<file path="src/rtl/byte_lane_alu.sv">
module byte_lane_alu (
  input  logic        clk,
  input  logic        rst,
  input  logic        in_vld,
  input  logic [2:0]  op,
  input  logic [63:0] opa,
  input  logic [63:0] opb,
  output logic [63:0] res,
  output logic        res_vld
);

  logic [7:0]  ge_mask;
  logic [63:0] lane_keep;
  logic [63:0] nxt;

  genvar g;
  generate
    for (g = 0; g < 8; g++) begin : g_lane
      assign ge_mask[g] = opa[8*g +: 8] >= opb[8*g +: 8];
      assign lane_keep[8*g +: 8] = {8{opb[g]}};
    end
  endgenerate

  always_comb begin
    case (op)
      3'd0:    nxt = {56'd0, ge_mask};
      3'd1:    nxt = opa & ~lane_keep;
      3'd2:    nxt = opa & lane_keep;
      3'd3:    nxt = {{56{opb[7]}}, opb[7:0]};
      3'd4:    nxt = {{48{opb[15]}}, opb[15:0]};
      default: nxt = 64'd0;
    endcase
  end

  always_ff @(posedge clk) begin
    if (rst) begin
      res     <= 64'd0;
      res_vld <= 1'b0;
    end else begin
      res_vld <= in_vld;
      if (in_vld) res <= nxt;
    end
  end


  vld_follow_chk: assert property (@(posedge clk) disable iff (rst)
    in_vld |=> res_vld);

  vld_drop_chk: assert property (@(posedge clk) disable iff (rst)
    !in_vld |=> !res_vld);

  hold_chk: assert property (@(posedge clk) disable iff (rst)
    !in_vld |=> $stable(res));

  cmp_upper_chk: assert property (@(posedge clk) disable iff (rst)
    (in_vld && op == 3'd0) |=> res[63:8] == 56'd0);

  bad_op_chk: assert property (@(posedge clk) disable iff (rst)
    (in_vld && op > 3'd4) |=> res == 64'd0);

  sextb_chk: assert property (@(posedge clk) disable iff (rst)
    (in_vld && op == 3'd3) |=> (res[7:0] == $past(opb[7:0])) && (res[63:8] == {56{res[7]}}));

endmodule

</file>
<file path="config.mk">
export PLATFORM = sky130hd
export DESIGN_NAME = byte_lane_alu
export DESIGN_NICKNAME = d
export VERILOG_FILES = /design/src/rtl/byte_lane_alu.sv
export SDC_FILE = /design/constraint.sdc
export NUM_CORES = 1
export LEC_CHECK = 0
export BUFFER_PORTS_ARGS = -buffer_cell sky130_fd_sc_hd__buf_2
export CORE_MARGIN = 1
export CORE_UTILIZATION = 48
export CTS_CLUSTER_SIZE = 14
export DETAILED_ROUTE_END_ITERATION = 10
export PLACE_DENSITY = 0.79
export SLEW_MARGIN = 20
export SYNTH_ARGS = -nofsm -noshare
export SYNTH_HDL_FRONTEND = slang
export SYNTH_SLANG_ARGS = --single-unit
export TNS_END_PERCENT = 5
</file>
<file path="constraint.sdc">
create_clock -name clk -period 1.65 [get_ports clk]
set_input_delay 0.165 -clock clk [delete_from_list [all_inputs] [get_ports clk]]
set_output_delay 0.165 -clock clk [all_outputs]
set_load 0.03 [all_outputs]
</file>
==> Yosys cells after proc, flatten, opt, wreduce, memory -nomap -nowiden <==
Cells that the tools add are included.
{ "word_totals": {"regBits": 65, "latch_bits": 0, "ramBits": 0, "romBits": 0, "inputBits": 134, "out_inout_bits": 65, "word_cells": 19, "mem_count": 0} }
{ "op_classes": {"addsub": 0, "n_mul": 0, "n_div": 0, "n_lt_le_gt_ge": 8, "n_eq_ne": 4, "n_shift": 0, "n_mux": 1, "n_bitwise": 3, "reduce_logical": 1} }
{ "ops": {"columns": ["op", "n"], "rows": [
  ["$pmux W64 S5", 1],
  ["$and A64 B64 Y64", 2],
  ["$ge A8 B8 Y1", 8],
  ["$not A64 Y64", 1],
  ["$eq A3 B2 Y1 const B", 2],
  ["$eq A3 B1 Y1 const B", 1],
  ["$eq A3 B3 Y1 const B", 1],
  ["$logic_not A3 Y1", 1]
]} }

==> Depth between registers and ports, before layout <==
{ "logic_depth": {"word_depth": 3, "depth_mapped": 8} }

==> Worst setup path after synthesis <==
OpenSTA, ideal clock, no wires.
{ "synth_timing": {"path_kind": "input -> register", "from": "input op[1]", "to": "register res[6]", "setup_time_ps": 125, "arrival_ps": 1309, "path_slack_ps": 215, "stages": 6, "path_buffers": 1, "path_cell_list": "buf_6 and3b_1 o21ba_2 a221o_1 a211oi_2 a21oi_1"} }
{ "synth_between": {"elab_chain_cells": 2, "word_cells_on_any_way": 6, "classes_between": "eq/ne (4); mux (1); reduce/logical (1)"} }
{ "synth_lines": {"columns": ["item", "line", "rtl"], "rows": [
  ["start, declared", "5", "input logic [2:0] op,"],
  ["$eq A3 B3 Y1, or another cell as far along", "25", "case (op)"],
  ["$pmux W64 S5 (*)", "25", null],
  ["end signal, assigned", "41", "if (in_vld) res <= nxt;"],
  ["end, declared", "8", "output logic [63:0] res,"]
]} }
Every way passes the cells marked *; elsewhere a longest branch is shown, timed or not.
A chain may end at the register's enable or synchronous reset.

==> Worst setup path in the final report <==
{ "layout_timing": {"from": "input op[0]", "to": "register res[1]"} }
Same word-level chain as after synthesis.

==> flow_summary_export.csv <==
group,metric,value,unit
setup_path,endpoint_kind,"flop",
synthesis,ys_warn_count,0,
global_route,grt_pass1_wl,19300,microns
hold_path,min_delay_path_depth,3,
clock_tree,htreeDepth,3,
floorplan,initial_core_util,0.494,
clock_tree,clk_latency,0.35,ns
synthesis,ys_types,42,
pwr,p_clk_frac,0.346,
sta,drv_slew,0,
global_route,antenna_found_initial,1,
floorplan,fp.coreArea,8680,sq um
synthesis,ys.flop_type,"dfxtp_1",
layout,syn_to_final_growth,32.3,%
clock_tree,tritoncts,"built",
setup_path,cp_max_fo,10,
detailed_routing,drc_errors,0,
layout,seq_area,1300,sq um
detailed_routing,wl_per_cell,14.4,microns
pwr,power.density,703,nW/um^2
setup_path,ff2ff_path_depth,4,
job,drv_cap,0,
synthesis,synth_edf_count,0,
sta,hold_viol_final,0,
synthesis,ys_async_sr_fraction,0,
layout,multi_input_area,2610,sq um
floorplan,die_w,96.5,microns
placed_design,place_ws,-0.00937,ns
global_route,grt_usage,0.271,
floorplan,die_h,96.5,microns
sta,min_period_over_period,0.800,
setup_path,cp_data_required_time,1.88,ns
placed_design,place_inst,851,
sta,max_freq,757,MHz
synthesis,synth_seq_cells,65,
synthesis,seq_area_frac_synth,0.304,
pwr,p_switching,1.19,mW
detailed_routing,drtIter0Drc,212,
global_route,grt_pass1_vias,4379,
pwr,switching_share,0.299,
clock_tree,cts_buffers,9,
layout,final_nets,952,
clock_tree,ctsHoldBuffers,0,
sta,rsz0062_at_grt,"false",
detailed_routing,wl,12500,microns
layout,antennaDiodeCount,0,
clock_tree,cts_resized,0,
hold_path,worst_hold_path_type,"in2reg",
run_status,status,"finished, final reports clean",
clock_tree,root_buffer,"clkbuf_8",
floorplan,pin_count,199,
synthesis,syn_area_per_cell,7.80,sq um
pwr,pwr-share-comb,0.242,
sta,fin_crit,1.32,ns
synthesis,syn-num-nets,747,
floorplan,die-area,9300,sq um
placed_design,gp_congestion,0.868,
global_route,grt_max_degree,31,
pwr,ir_drop,0.426,mV
pwr,p_int,2.79,mW
layout,stdcell_area,5660,sq um
setup_path,arrival,1.55,ns
detailed_routing,num_vias,4689,
pwr,power.share.sequential,0.411,
clock_tree,cts.sinks,65,
global_route,gr-total-overflow,0,
layout,instances_no_fill,866,
sta,finClkSkew,0,ns
detailed_routing,antenna_left,0,
placed_design,placed_cell_area,5470,sq um
setup_path,crit_type,"in2reg",
clock_tree,postCtsSetupBuffers,0,
pwr,leakage,2.98,nW
clock_tree,clkTransAtPathRegs,0.07,ns
placed_design,dpl.hpwl,9860,microns
layout,final_common_cell,"buf_2",
synthesis,synthCells,549,
placed_design,io_buffer_count,198,
layout,mostFrequentLayoutCells,"198 x buf_2, 77 x a21oi_1, 73 x nand2_1, 70 x inv_1, 65 x dfxtp_1",
layout,fillers,800,
layout,drive_gt1_frac,0.323,
synthesis,synth_area,4280,sq um
setup_path,crit_path_start_kind,"input pin",
detailed_routing,viasPerCell,5.41,
sta,layout_setup_ws,0.329,ns
floorplan,num_rows,34,
detailed_routing,drtPass1Iterations,5,
sta,max-slew-margin-rel,0.706,
sta,finalSetupViolations,0,
sta,tightest_slew,0.441,ns
clock_tree,cts_buffer_depth,2,
## power groups by stage
| stage | Combinational, mW | Clock (mW) | Sequential (mW) |
|---|---|---|---|
| 3_3_place_gp | 0.931 | 0 | 1.67 |
| 6_report | 0.966 | 1.38 | 1.64 |
| 3_5_place_dp | 0.963 | 0 | 1.67 |
| 4_1_cts | 0.970 | 1.41 | 1.64 |
| 2_1_floorplan | 0.472 | 0 | 1.77 |
| 5_1_grt | 1.08 | 1.50 | 1.64 |
## per-layer routing
metal / vias to the layer above / global-route usage / part of all wire
met4: 2 / 0.120 / 0.022
li1: 2333 / - / -
met5: - / 0 / 0.0011
met3: 25 / 0.0845 / 0.087
met2: 179 / 0.480 / 0.49
met1: 2150 / 0.296 / 0.40
## kinds of logic after synthesis
group / after synthesis / synth area share
DFF: 65 / 0.304
adders and majority gates: 64 / 0.187
and+or+nand+nor: 122 / 0.129
muxes: 2 / 0.00467
buffers and inverters: 92 / 0.0894
AOI/OAI and AO/OA: 204 / 0.286
## area by class of cell
| class | count | area share |
|---|---|---|
| Multi-Input combinational cell | 392 | 0.460 |
| Clock buffer | 12 | 0.0274 |
| Sequential cell | 65 | 0.230 |
| Inverter | 70 | 0.0464 |
| Clock inverter | 3 | 0.00707 |
| Tap cell | 108 | 0.0239 |
| Timing Repair Buffer | 216 | 0.205 |
## registers in the layout (all words and copies together), names as in the netlist
signal,flops
res,64
res_vld,1
## worst max-delay path, cell delays in order
cell,delay [ns]
buf_2,0.19
and3b_1,0.20
o21ba_2,0.28
a221o_1,0.39
a211oi_2,0.22
a21oi_1,0.09
## worst paths after layout
| kind | start | end | slack, ns |
|---|---|---|---|
| max | op[0] | res[1]$_SDFFE_PP0P_ | 0.33 |
| min | opa[40] | res[40]$_SDFFE_PP0P_ | 0.09 |
| max reg2reg | res[1]$_SDFFE_PP0P_ | res[1]$_SDFFE_PP0P_ | 0.48 |
| min reg2reg | res[20]$_SDFFE_PP0P_ | res[20]$_SDFFE_PP0P_ | 0.44 |
## per-stage QoR
step / hold WS [ns] / power, mW / utilization / TNS [ns]
after floorplan: 0.332 / 2.24 / - / 0
final: 0.0862 / 3.98 / 0.653 / 0
after global routing: 0.0832 / 4.22 / 0.653 / 0
after detailed placement: 0.437 / 2.64 / 0.630 / -0.00937
after CTS: 0.0831 / 4.02 / 0.653 / 0
after global placement: 0.427 / 2.60 / 0.630 / 0
## Yosys cell counts (2+ instances only)
library cell	n	area [sq um]
nand2_1	73	274
mux2i_1	2	20.0
a21oi_1	77	385
a222oi_1	2	20.0
a21oi_2	3	26.3
a221oi_1	7	61.3
a221o_1	5	50.1
ha_1	64	801
nor3_1	5	25.0
o21ai_1	24	120
clkbuf_1	12	45.0
nor2_1	18	67.6
dfxtp_1	65	1300
nand4_1	3	18.8
o21ai_0	56	280
buf_2	6	30.0
o31ai_1	5	37.5
nand2b_1	5	31.3
o21bai_2	2	22.5
a21o_1	6	45.0
inv_1	70	263
nor4_1	3	18.8
a22oi_1	2	15.0
o2111a_1	5	56.3
buf_6	4	45.0
a211oi_2	5	62.6
nor2b_1	5	31.3
Note: power is estimated with default switching activity, not from simulation.
